**src/rtl/atr_gpio_bank.sv**
```systemverilog
module atr_gpio_bank #(
  parameter int PIN_W = 6
) (
  input  logic             clk,
  input  logic             rst_n,
  input  logic             wr_en,
  input  logic [2:0]       wr_addr,
  input  logic [PIN_W-1:0] wr_data,
  input  logic [PIN_W-1:0] wr_mask,
  input  logic [2:0]       rd_addr,
  output logic [PIN_W-1:0] rd_data,
  input  logic             tx_active,
  input  logic             rx_active,
  input  logic [PIN_W-1:0] pin_in,
  output logic [PIN_W-1:0] pin_out,
  output logic [PIN_W-1:0] pin_oe
);
  localparam logic [2:0] A_CTRL = 3'd0, A_DIR = 3'd1, A_MAN = 3'd2, A_IDLE = 3'd3,
                         A_RX = 3'd4, A_TX = 3'd5, A_FDX = 3'd6;

  logic [PIN_W-1:0] ctrl_q, dir_q, man_q, idle_q, rxv_q, txv_q, fdx_q;
  logic [PIN_W-1:0] sync1_q, sync2_q, state_val, next_out;

  function automatic logic [PIN_W-1:0] merge(input logic [PIN_W-1:0] old_v,
                                             input logic [PIN_W-1:0] new_v,
                                             input logic [PIN_W-1:0] msk);
    return (old_v & ~msk) | (new_v & msk);
  endfunction

  always_ff @(posedge clk) begin
    if (!rst_n) begin
      ctrl_q <= '0; dir_q <= '0; man_q <= '0;
      idle_q <= '0; rxv_q <= '0; txv_q <= '0; fdx_q <= '0;
    end else if (wr_en) begin
      case (wr_addr)
        A_CTRL: ctrl_q <= merge(ctrl_q, wr_data, wr_mask);
        A_DIR:  dir_q  <= merge(dir_q,  wr_data, wr_mask);
        A_MAN:  man_q  <= merge(man_q,  wr_data, wr_mask);
        A_IDLE: idle_q <= merge(idle_q, wr_data, wr_mask);
        A_RX:   rxv_q  <= merge(rxv_q,  wr_data, wr_mask);
        A_TX:   txv_q  <= merge(txv_q,  wr_data, wr_mask);
        A_FDX:  fdx_q  <= merge(fdx_q,  wr_data, wr_mask);
        default: ;
      endcase
    end
  end

  always_comb begin
    case ({tx_active, rx_active})
      2'b00:   state_val = idle_q;
      2'b01:   state_val = rxv_q;
      2'b10:   state_val = txv_q;
      default: state_val = fdx_q;
    endcase
  end

  assign next_out = (ctrl_q & state_val) | (~ctrl_q & man_q);

  always_ff @(posedge clk) begin
    if (!rst_n) begin
      pin_out <= '0;
      sync1_q <= '0;
      sync2_q <= '0;
    end else begin
      pin_out <= next_out;
      sync1_q <= pin_in;
      sync2_q <= sync1_q;
    end
  end

  assign pin_oe = dir_q;

  always_comb begin
    case (rd_addr)
      A_CTRL:  rd_data = ctrl_q;
      A_DIR:   rd_data = dir_q;
      A_MAN:   rd_data = man_q;
      A_IDLE:  rd_data = idle_q;
      A_RX:    rd_data = rxv_q;
      A_TX:    rd_data = txv_q;
      A_FDX:   rd_data = fdx_q;
      default: rd_data = sync2_q;
    endcase
  end

  AST_OE_HOLD: assert property (@(posedge clk) disable iff (!rst_n)
    !(wr_en && wr_addr == A_DIR) |=> $stable(pin_oe));
  AST_MASK_KEEP: assert property (@(posedge clk) disable iff (!rst_n)
    (wr_en && wr_addr == A_CTRL) |=> ((ctrl_q & ~$past(wr_mask)) == ($past(ctrl_q) & ~$past(wr_mask))));
  AST_MANUAL_LEVEL: assert property (@(posedge clk) disable iff (!rst_n)
    1'b1 |=> ((pin_out & ~$past(ctrl_q)) == ($past(man_q) & ~$past(ctrl_q))));
  AST_IDLE_PICK: assert property (@(posedge clk) disable iff (!rst_n)
    (!tx_active && !rx_active) |=> ((pin_out & $past(ctrl_q)) == ($past(idle_q) & $past(ctrl_q))));
  AST_FDX_PICK: assert property (@(posedge clk) disable iff (!rst_n)
    (tx_active && rx_active) |=> ((pin_out & $past(ctrl_q)) == ($past(fdx_q) & $past(ctrl_q))));
endmodule

```
**config.mk**
```make
export PLATFORM = sky130hd
export DESIGN_NAME = atr_gpio_bank
export DESIGN_NICKNAME = d
export VERILOG_FILES = /design/src/rtl/atr_gpio_bank.sv
export SDC_FILE = /design/constraint.sdc
export NUM_CORES = 1
export LEC_CHECK = 0
export ABC_AREA = 1
export ABC_CLOCK_PERIOD_IN_PS = 800
export BUFFER_PORTS_ARGS = -buffer_cell sky130_fd_sc_hd__clkbuf_2
export CAP_MARGIN = 20
export CORE_MARGIN = 2
export CORE_UTILIZATION = 30
export DETAILED_ROUTE_END_ITERATION = 10
export SKIP_LAST_GASP = 1
export SLEW_MARGIN = 20
export SYNTH_ARGS = -nofsm -noshare
export SYNTH_HDL_FRONTEND = slang
export SYNTH_SLANG_ARGS = --single-unit
```
**constraint.sdc**
```tcl
create_clock -name clk -period 0.8 [get_ports clk]
set_input_delay 0.12 -clock clk [delete_from_list [all_inputs] [get_ports clk]]
set_output_delay 0.12 -clock clk [all_outputs]
set_load 0.05 [all_outputs]
```
==> load_flow_metrics.sql <==
INSERT INTO impl_metrics (metric_group, metric, value, unit) VALUES
('sta', 'slew_headroom', '75.7', '%'),
('layout', 'final_layout_fill_cell_count', '907', ''),
('setup_path', 'critical_path_end', 'rd_data[2]', ''),
('yosys', 'netlist.area_leader.share', '39.2', '%'),
('setup_path', 'timing.critical_path.required', '0.68', 'ns'),
('placed_design', 'gpl_congestion', '0.853', ''),
('sta', 'timing.final.hold_violations', '0', ''),
('clock_tree', 'clock-root-buffer', 'clkbuf_8', ''),
('layout', 'inserted_diodes', '0', ''),
('sta', 'grt_setup_unrepaired', 'true', ''),
('routing', 'final_routed_wire_length_divided_by_cell_count', '13.8', 'um'),
('routing', 'route.detailed.drc', '0', ''),
('setup_path', 'critical_path_arrival', '1.25', 'ns'),
('die', 'initial_core_util', '31.1', '%'),
('clock_tree', 'cts_buffer_depth', '2', ''),
('setup_path', 'r2r-end', 'pin_out[3]', ''),
('yosys', 'synthesis.area', '3070', 'um^2'),
('setup_path', 'crit_path_start_kind', 'flop', ''),
('yosys', 'synth_flop_cell', 'dfxtp_1', ''),
('yosys', 'synthesis.yosys.warnings', '0', ''),
('yosys', 'avg_inst_size_synth', '6.49', 'um^2'),
('clock_tree', 'htree_num_levels', '3', ''),
('setup_path', 'end_kind', 'output port', ''),
('yosys', 'yosys-top-cells-count', '145 x nand2_1, 62 x nand3_1, 60 x dfxtp_1', ''),
('yosys', 'synthesis.nets', '501', ''),
('routing', 'drt-total-wl', '9.96', 'mm'),
('outcome', 'violations', 'setup timing', ''),
('setup_path', 'path_max_fanout', '3', ''),
('setup_path', 'worstSetupPathType', 'reg2out', ''),
('hold_path', 'timing.hold.worst.class', 'in2reg', ''),
('setup_path', 'reg2reg_setup_slack', '-0.11', 'ns'),
('setup_path', 'crit_family', 'flip-flops', ''),
('yosys', 'synth-edff-count', '0', ''),
('die', 'area_enclosed_by_the_die_boundary', '11000', 'um^2'),
('routing', 'via_count', '3493', ''),
('setup_path', 'cp_num_cells', '5', ''),
('pwr', 'power_leakage', '2.11', 'nW'),
('outcome', 'run_status', 'finished with violations', ''),
('sta', 'holdWs', '0.0906', 'ns'),
('setup_path', 'crit_path_max_incr_delay', '0.33', 'ns'),
('sta', 'setup_viol_count_final', '25', ''),
('clock_tree', 'clkSinkCount', '60', ''),
('global_routing', 'globalRouteTotalUtil', '18.6', '%'),
('routing', 'route.antenna.remaining_nets', '0', ''),
('sta', 'tightestPinTransition', '0.364', 'ns'),
('die', 'rows', '36', ''),
('sta', 'max_freq', '0.732', 'GHz'),
('global_routing', 'overflow', '0', ''),
('sta', 'drv_slew', '0', ''),
('sta', 'postLayoutSetupSlackWorst', '-0.567', 'ns'),
('yosys', 'yosysUniqueCellTypes', '18', ''),
('global_routing', 'maximum_number_of_pins_on_one_net_before_global_route_repair', '42', ''),
('setup_path', 'crit_chain', 'inv_2 > nor2_1 > nor2_2 > nand3_4 > buf_12', ''),
('layout', 'final_layout_size_suffix_gt1_share', '39.5', '%'),
('sta', 'clock_skew', '0.00941', 'ns'),
('layout', 'syn_to_final_growth', '57.3', '%'),
('yosys', 'synth.area.top_cells', 'dfxtp_1 39%, nand2_1 18%, nand3_1 10%, a21oi_1 6.9%, nor2_1 5.9%', ''),
('die', 'chipWidth', '105', 'um'),
('global_routing', 'grt_pass1_vias', '3307', ''),
('sta', 'final_min_period_over_clock_period', '171', '%'),
('setup_path', 'worst_path_max_delay_cell', 'dfxtp_1', ''),
('clock_tree', 'tritoncts', 'done', ''),
('die', 'die-height', '105', 'um'),
('global_routing', 'initial_antenna_violation_count', '0', ''),
('die', 'io_pins', '47', ''),
('routing', 'drt_pre_antenna_iters', '5', ''),
('pwr', 'power_density', '1360', 'nW/um^2'),
('die', 'floorplan.core_area', '9860', 'um^2'),
('placed_design', 'placement.io_buffers', '46', ''),
('yosys', 'fraction_of_synthesis_flops_using_an_asynchronous_set_or_reset_pin', '0', '%'),
('global_routing', 'grt_first_pass_wirelength', '16.3', 'mm');
[placed cells by master, fill, tap and decap left out, drive strengths merged]
master,Yosys,layout
nand2,147,147
buf,25,92
nand3,62,62
dfxtp,60,60
nor2,56,56
a21oi,42,42
clkbuf,4,41
inv,40,40
nand4,28,28
o21ai,7,7
dlygate4sd3,0,6
clkinvlp,0,3
clkinv,0,3
or2,1,1
[where the power goes]
part           switching, W  internal, W  total, W
clock network       0.00131      0.00119   0.00251
logic              0.000568     0.000420  0.000987
registers         0.0000341      0.00303   0.00307
[area by class of cell]
class                   instances  area, um^2  share of cell area [%]
clock inverters                 6        40.0                   0.831
clock buffers                  10         138                    2.85
multi-input cells             343        1750                    36.3
well taps                     133         166                    3.45
inverters                      40         150                    3.11
repair buffers                129        1310                    27.3
flip-flops and latches         60        1260                    26.2
[cells by family (layout without fill, tap and decap cells)]
logic type	count (synthesis)	after routing	share of synthesized area, %
buffers and inverters	69	185	10.9
flip-flops	60	60	39.2
AND/OR/NAND/NOR	294	294	41.9
AO/OA/AOI/OAI	49	49	8.00
[through the flow]
stage                     std cells  cell area (um^2)  util (%)  power, W
after floorplan                 472              3270         -   0.00361
after global placement          698              4320      43.8   0.00403
after detailed placement        698              4320      43.8   0.00405
after CTS                       721              4740      48.0   0.00658
after global routing            721              4820      48.9   0.00684
final                           721              4820      48.9   0.00656
[tightest hold or removal path, stage by stage]
cell	delay, ns
clkbuf_2	0.12
nand3_1	0.09
a21oi_1	0.06
[worst min-delay path by stage]
stage,end,slack [ns],cells past startpoint
6_report,flop,0.09,3
5_1_grt,flop,0.11,3
4_1_cts,flop,0.09,3
3_5_place_dp,sync1_q[2],0.31,3
3_3_place_gp,sync1_q[5],0.31,3
2_1_floorplan,sync1_q[0],0.22,2
[per-layer routing]
metal | wire, um | vias to the layer above | GRT usage, % | share of wire [%]
met2 | 4500 | 110 | 28.5 | 45
met5 | 0 | - | 0 | 0
met3 | 590 | 12 | 3.56 | 5.9
met4 | 154 | 0 | 7.24 | 1.5
li1 | - | 1749 | - | -
met1 | 4710 | 1622 | 25.6 | 47
[what timing repair did]
item,in CTS,in global routing
gates resized for setup,53,39
endpoints found under the hold margin,6,0
setup endpoints to repair,24,25
pin swaps,33,31
hold buffers,6,0
cloned,0,0
setup buffers,1,5
No activity file was read; power rests on OpenSTA's default activity.
